[src/rtl/xbt_pkg.sv]
package xbt_pkg;
   localparam int NUM_DIR = 2;
   localparam int DIR_AB  = 0;
   localparam int DIR_BA  = 1;

   typedef struct packed {
      logic drv_n;
      logic flow;
      logic cap_ck;
      logic cap_en_n;
   } xbt_ctl_t;
endpackage

[src/rtl/xbt_edge_detect.sv]
module xbt_edge_detect #(
   parameter int SYNC_STAGES = 0
) (
   input  logic clk,
   input  logic rst,
   input  logic ck_in,
   output logic rise
);
   localparam int MAX_STAGES = 3;

   if (SYNC_STAGES < 0 || SYNC_STAGES > MAX_STAGES) begin : g_bad_stages
      $error("xbt_edge_detect: SYNC_STAGES out of range");
   end

   logic ck_s;
   logic ck_q;

   if (SYNC_STAGES == 0) begin : g_direct
      assign ck_s = ck_in;
   end else begin : g_sync
      logic [SYNC_STAGES-1:0] sh;
      always_ff @(posedge clk or posedge rst) begin
         if (rst) sh <= '0;
         else     sh <= {sh[SYNC_STAGES-2 >= 0 ? SYNC_STAGES-2 : 0 : 0], ck_in};
      end
      assign ck_s = sh[SYNC_STAGES-1];
   end

   always_ff @(posedge clk or posedge rst) begin
      if (rst) ck_q <= 1'b0;
      else     ck_q <= ck_s;
   end

   assign rise = ck_s & ~ck_q;
endmodule

[src/rtl/xbt_path.sv]
module xbt_path
   import xbt_pkg::*;
#(
   parameter int WIDTH       = 18,
   parameter int SYNC_STAGES = 0
) (
   input  logic             clk,
   input  logic             rst,
   input  logic [WIDTH-1:0] src,
   input  xbt_ctl_t         ctl,
   output logic [WIDTH-1:0] dst,
   output logic             dst_drv
);
   if (WIDTH < 1) begin : g_bad_width
      $error("xbt_path: WIDTH must be at least 1");
   end

   logic             ck_rise;
   logic [WIDTH-1:0] store;
   logic             load;

   xbt_edge_detect #(.SYNC_STAGES(SYNC_STAGES)) u_edge (
      .clk   (clk),
      .rst   (rst),
      .ck_in (ctl.cap_ck),
      .rise  (ck_rise)
   );

   // Shared storage: tracks while flowing, otherwise gated edge register.
   assign load = ctl.flow | (~ctl.cap_en_n & ck_rise);

   always_ff @(posedge clk or posedge rst) begin
      if (rst)       store <= '0;
      else if (load) store <= src;
   end

   assign dst     = ctl.flow ? src : store;
   assign dst_drv = ~ctl.drv_n & ~rst;

   // a gated rising edge loads the source word
   p_capture_r4: assert property (@(posedge clk) disable iff (rst)
      (!ctl.flow && !ctl.cap_en_n && ck_rise) |=> (store == $past(src)));

   // no enabled rising edge means the word is kept
   p_hold_r5: assert property (@(posedge clk) disable iff (rst)
      (!ctl.flow && (ctl.cap_en_n || !ck_rise)) |=> $stable(store));

   // while flowing, storage follows so a drop keeps the last word
   p_flow_track_r8: assert property (@(posedge clk) disable iff (rst)
      ctl.flow |=> (store == $past(src)));

   // reset clears storage and the drive flag
   p_reset_r7: assert property (@(posedge clk)
      rst |-> (store == '0 && !dst_drv));

   // flow-through shows the source without delay
   p_flow_r3: assert property (@(posedge clk) disable iff (rst)
      ctl.flow |-> (dst == src));
endmodule

[src/rtl/xbus_transceiver.sv]
module xbus_transceiver
   import xbt_pkg::*;
#(
   parameter int WIDTH       = 18,
   parameter int SYNC_STAGES = 0
) (
   input  logic             clk,
   input  logic             rst,
   input  logic [WIDTH-1:0] a_in,
   output logic [WIDTH-1:0] a_out,
   output logic             a_drv,
   input  logic [WIDTH-1:0] b_in,
   output logic [WIDTH-1:0] b_out,
   output logic             b_drv,
   input  logic             ab_drv_n,
   input  logic             ab_flow,
   input  logic             ab_cap_ck,
   input  logic             ab_cap_en_n,
   input  logic             ba_drv_n,
   input  logic             ba_flow,
   input  logic             ba_cap_ck,
   input  logic             ba_cap_en_n
);
   logic [WIDTH-1:0] src_w [NUM_DIR];
   logic [WIDTH-1:0] dst_w [NUM_DIR];
   logic             drv_w [NUM_DIR];
   xbt_ctl_t         ctl_w [NUM_DIR];

   assign src_w[DIR_AB] = a_in;
   assign src_w[DIR_BA] = b_in;
   assign ctl_w[DIR_AB] = '{drv_n: ab_drv_n, flow: ab_flow, cap_ck: ab_cap_ck, cap_en_n: ab_cap_en_n};
   assign ctl_w[DIR_BA] = '{drv_n: ba_drv_n, flow: ba_flow, cap_ck: ba_cap_ck, cap_en_n: ba_cap_en_n};

   for (genvar d = 0; d < NUM_DIR; d++) begin : g_dir
      xbt_path #(.WIDTH(WIDTH), .SYNC_STAGES(SYNC_STAGES)) u_path (
         .clk     (clk),
         .rst     (rst),
         .src     (src_w[d]),
         .ctl     (ctl_w[d]),
         .dst     (dst_w[d]),
         .dst_drv (drv_w[d])
      );
   end

   assign b_out = dst_w[DIR_AB];
   assign b_drv = drv_w[DIR_AB];
   assign a_out = dst_w[DIR_BA];
   assign a_drv = drv_w[DIR_BA];

   // a high drive enable keeps the destination undriven
   p_drive_off_r2: assert property (@(posedge clk) disable iff (rst)
      (ab_drv_n |-> !b_drv) and (ba_drv_n |-> !a_drv));

   // a low drive enable drives the destination
   p_drive_on_r2: assert property (@(posedge clk) disable iff (rst)
      (!ab_drv_n |-> b_drv) and (!ba_drv_n |-> a_drv));
endmodule

[config.mk]
export PLATFORM = sky130hd
export DESIGN_NAME = xbus_transceiver
export DESIGN_NICKNAME = d
export VERILOG_FILES = /design/src/rtl/xbt_pkg.sv /design/src/rtl/xbt_edge_detect.sv /design/src/rtl/xbt_path.sv /design/src/rtl/xbus_transceiver.sv
export SDC_FILE = /design/constraint.sdc
export NUM_CORES = 1
export LEC_CHECK = 0
export BUFFER_PORTS_ARGS = -buffer_cell sky130_fd_sc_hd__buf_2
export CAP_MARGIN = 20
export CORE_UTILIZATION = 51
export CTS_CLUSTER_SIZE = 24
export DETAILED_ROUTE_END_ITERATION = 8
export GPL_TIMING_DRIVEN = 1
export PLACE_DENSITY = 0.84
export SETUP_SLACK_MARGIN = 0.05
export SYNTH_ARGS = -nofsm -noshare
export SYNTH_HDL_FRONTEND = slang
export SYNTH_HIERARCHICAL = 1
export SYNTH_SLANG_ARGS = --single-unit
[constraint.sdc]
create_clock -name clk -period 2.91 [get_ports clk]
set_clock_uncertainty 0.05 [all_clocks]
set_input_delay 0.1455 -clock clk [delete_from_list [all_inputs] [get_ports clk]]
set_output_delay 0.1455 -clock clk [all_outputs]
set_load 0.05 [all_outputs]
== After elaboration in Yosys (flattened, before gate mapping) ==
Cells that the tools add are included.

* Mux-type cells: 2
* Bitwise gates (word level): 15

{| class="wikitable"
|+ Operators by type and width
! operator !! number
|-
| $mux W18 || 2
|-
| $not A1 Y1 || 7
|-
| $and A1 B1 Y1 || 6
|-
| $or A1 B1 Y1 || 2
|}

* Bits in registers: 38
* Bits of input ports: 46
* Output and inout port bits: 38
* Logic and storage cells: 21

== Longest topological paths before layout ==
* Depth after elaboration: 4
* Gate-level depth with buffers: 4
* Mapped depth without buffers: 3

== Hierarchy ==
The synthesis kept the hierarchy.

{| class="wikitable"
|+ Modules (own cells, without submodules)
! module !! instances !! cells each !! area an instance (µm²) !! seq. area each (µm²)
|-
| xbt_path || 2 || 61 || 957.2 || 450.4
|-
| xbt_edge_detect || 2 || 3 || 42.5 || 25.0
|}

== Worst setup path after synthesis ==
OpenSTA, ideal clock, no wires.

* Kind: register to register
* Start point: reg g_dir[0].u_path.u_edge.ck_q
* End point: reg g_dir[0].u_path.store[0]
* Setup time: 0.125 ns
* Arrival: 1.125 ns
* Path slack: 1.610 ns
* Cell stages (with the launch flop): 5
* Path through: dfrtp_1 nor2b_4 a21oi_4 buf_12 mux2_4

* Cells in the longest elaborated chain, start to end: 4

{| class="wikitable"
|+ RTL lines
! item !! RTL line !! RTL
|-
| from (decl) || xbt_edge_detect.sv:16 || <nowiki>logic ck_q;</nowiki>
|-
| from (signal assigned) || xbt_edge_detect.sv:31 || <nowiki>else ck_q <= ck_s;</nowiki>
|-
| $not A1 Y1 || xbt_edge_detect.sv:34 || <nowiki>assign rise = ck_s & ~ck_q;</nowiki>
|-
| $and A1 B1 Y1 || xbt_edge_detect.sv:34 ||
|-
| net g_dir[0].u_path.ck_rise || xbt_path.sv:18 || <nowiki>logic ck_rise;</nowiki>
|-
| $and A1 B1 Y1 || xbt_path.sv:30 || <nowiki>assign load = ctl.flow | (~ctl.cap_en_n & ck_rise);</nowiki>
|-
| $or A1 B1 Y1 || xbt_path.sv:30 ||
|-
| to (signal assigned) || xbt_path.sv:34 || <nowiki>else if (load) store <= src;</nowiki>
|-
| to (decl) || xbt_path.sv:19 || <nowiki>logic [WIDTH-1:0] store;</nowiki>
|}

The timed path passes the listed nets, and every way through them passes these cells.
A chain may end at the register's enable or synchronous reset.

== Final worst setup path ==
* Start point: in ba_cap_ck
* End point: reg g_dir[1].u_path.store[14]

* Cells in the longest elaborated chain, start to end: 3

{| class="wikitable"
|+ RTL lines
! item !! RTL line !! RTL
|-
| from (decl) || xbus_transceiver.sv:21 || <nowiki>input logic ba_cap_ck,</nowiki>
|-
| $and A1 B1 Y1 || xbt_edge_detect.sv:34 ||
|-
| net g_dir[1].u_path.ck_rise || xbt_path.sv:18 ||
|-
| $and A1 B1 Y1 || xbt_path.sv:30 ||
|-
| $or A1 B1 Y1 || xbt_path.sv:30 ||
|-
| to (signal assigned) || xbt_path.sv:34 ||
|-
| to (decl) || xbt_path.sv:19 ||
|}

The timed path passes the listed nets, and every way through them passes these cells.

==> flow_summary.yaml <==
run_status:
  status: "completed"
cells_and_area:
  insertedDiodeCount: 0
  seqCellArea_um2: 951
  final_area_um2: 2540
  area_delta_synth_final_pct: 27.3
  nets: 261
  nFillCells: 286
  drive_gt1_share_pct: 77.2
  multi_input_area_um2: 953
power_and_ir_drop:
  pwr-share-seq_pct: 40.2
  comb_power_share_pct: 30.9
  p_leak_nw: 1.26
  p_int_mw: 1.03
  switching_power_mw: 0.485
  power.share.clock_pct: 28.9
  p_per_area_nw_per_um2: 596
  ir_drop_mv: 0.523
  swShare_pct: 32.0
clock_network:
  cts_tree: "built"
  clkSinkCount: 38
  cts_root_buffer: "clkbuf_8"
  htree_levels: 2
  cts_resized: 0
  clockBufferDepth: 2
  path_clk_slew_ns: 0.07
  insertion_delay_ns: 0.28
  cts_buffers: 5
routing:
  viasPerCell: 4.95
  drt_iter0_drc: 42
  postRouteAntennaNets: 0
  totalWireLength_mm: 3.57
  drt_first_pass_iters: 4
  drc: 0
  vias: 1303
  wire_per_inst_um: 13.6
setup_path:
  crit_path_cell_trace: "dlygate4sd3_1 > buf_2 > nor2b_4 > a21oi_4 > mux2_2"
  worst-path-buf-inv: 2
  crit_family: "buffers and inverters"
  path_class: "primary input to register"
  rr_startpoint: "g_dir[0].u_path/u_edge/ck_q"
  worstRegToRegCells: 3
  path_depth: 5
  end_kind: "register"
  worstSetupEndpoint: "g_dir[1].u_path/store[14]"
  critPathSlowestCell: "a21oi_4"
  cp-start-kind: "primary input"
  worst-endpoint-arrival_ns: 1.92
  slowest_delay_ns: 0.57
  cp.required_ns: 3.02
  regToRegSetupSlack_ns: 1.31
  r2r-end: "g_dir[0].u_path/store[16]"
  startpoint: "ba_cap_ck"
  cp_max_fo: 18
sta:
  maxSlewViolCount: 0
  worst_pin_slew_ns: 0.707
  slew_headroom_pct: 52.8
  setup_slack_ns: 1.10
  setup-violations-final: 0
  min_period_ns: 1.81
  fmaxAchievable_mhz: 554
  fin_crit_sh_pct: 62.1
  final-hold-violation-count: 0
  rsz0062_at_grt: "false"
  setup_tns_ns: 0
floorplan:
  fp.dieH_um: 64.6
  die-area_um2: 4180
  core_um2: 3720
  num_rows: 22
  io_pins: 84
  die_w_um: 64.6
  start_util_pct: 53.8
global_routing:
  grt_pass1_wl_mm: 5.83
  grt_pass1_vias: 1251
  gr-total-overflow: 0
  grt_usage_pct: 18.6
  grt_antenna_before_repair: 0
  grt_start_max_net_pins: 20
place:
  gp_congestion: 0.702
  port-buffer-count: 83
  dpl_cell_area_um2: 2400
  dpl.hpwl_mm: 2.66
  dp_slack_ns: 1.29
synthesis:
  synthCells: 128
  yosys_warnings: 6
  syn_area_per_cell_um2: 15.6
  synth_nets: 174
  seq_area_frac_synth_pct: 47.6
  yosys_register_bits: 38
  synth_cell_type_count: 10
  synthesis.area_um2: 2000
hold_path:
  hold_class: "primary input to register"
run:
  maxCapViolations: 0
[cells in the mapped netlist]
library cell | n | area (um^2)
mux2_2 | 52 | 586
nor2b_4 | 2 | 27.5
buf_2 | 2 | 10.0
a21oi_4 | 2 | 32.5
dfrtp_1 | 38 | 951
buf_12 | 2 | 40.0
mux2_4 | 20 | 300
nor2_1 | 2 | 7.51
buf_6 | 2 | 22.5
inv_1 | 6 | 22.5
[per-stage QoR]
step / util [%] / hold slack [ns] / std cells / power [mW]
final: 68.5 / 0.0561 / 263 / 1.52
after global placement: 64.6 / -0.0251 / 253 / 1.08
after global routing: 68.5 / 0.0432 / 263 / 1.59
after CTS: 68.5 / 0.0478 / 263 / 1.54
after floorplan: - / -0.176 / 128 / 0.990
after detailed placement: 64.6 / -0.0186 / 253 / 1.09
[layer usage]
metal | vias up | global-route usage [%] | share of wire, %
met5 | - | 0 | 0
met4 | 0 | 5.83 | 1.0
met3 | 5 | 6.34 | 6.8
met2 | 49 | 31.8 | 51
met1 | 624 | 21.9 | 41
li1 | 625 | - | -
[cells by family (layout without fill, tap and decap cells)]
family / count (synthesis) / in the layout / synth area share, %
DFF: 38 / 38 / 47.6
AOI/OAI and AO/OA: 2 / 2 / 1.63
and+or+nand+nor: 4 / 4 / 1.75
buffers and inverters: 12 / 99 / 4.76
muxes: 72 / 72 / 44.3
[worst reg2reg max path, stage by stage, from the launching register on]
cell and delay (ns):
dfrtp_1 0.39, nor2b_4 0.06, a21oi_4 0.57, mux2_2 0.41
[power groups by stage]
stage                     sequential [mW]  combinational [mW]  clock (mW)
after floorplan                     0.611               0.380           0
after global placement              0.618               0.461           0
after detailed placement            0.619               0.468           0
after CTS                           0.610               0.472       0.452
after global routing                0.617               0.491       0.478
final                               0.610               0.469       0.439
[state kept, by name, summed over array words and instances (netlist names)]
signal                    flops
g_dir.u_path/u_edge/ck_q      2
g_dir.u_path/store           36
[cell usage in the layout, fill, tap and decap left out]
| cell type | instances |
|---|---|
| inv_1 | 6 |
| mux2_2 | 52 |
| bufinv_16 | 1 |
| dlygate4sd3_1 | 3 |
| a21oi_4 | 2 |
| buf_2 | 83 |
| mux2_4 | 20 |
| dfrtp_1 | 38 |
| nor2_1 | 2 |
| nor2b_4 | 2 |
| clkbuf_8 | 6 |
[cell type report]
class	instances	share of cell area, %
Clock buffer	6	3.24
Clock inverter	1	1.18
Inverter	6	0.885
Multi-Input combinational cell	78	37.5
Sequential cell	38	37.4
Tap cell	48	2.36
Timing Repair Buffer	86	17.5
[timing repair]
| action | in CTS | in global routing |
|---|---|---|
| hold endpoints to repair | 40 | 0 |
| buffers inserted | 0 | 0 |
| hold buffers | 3 | 0 |
[worst min-delay path by stage]
| stage | start | to | slack (ns) | depth (start not counted) |
|---|---|---|---|---|
| 2_1_floorplan | rst | g_dir[0].u_path/u_edge/ck_q | -0.18 | 1 |
| 3_3_place_gp | rst | g_dir[0].u_path/u_edge/ck_q | -0.03 | 2 |
| 3_5_place_dp | rst | g_dir[1].u_path/u_edge/ck_q | -0.02 | 2 |
| 4_1_cts | b_in[7] | g_dir[1].u_path/store[7] | 0.05 | 2 |
| 5_1_grt | a_in[0] | g_dir[0].u_path/store[0] | 0.04 | 2 |
| 6_report | a_in[9] | g_dir[0].u_path/store[9] | 0.06 | 2 |
No activity file was read; power rests on OpenSTA's default activity.
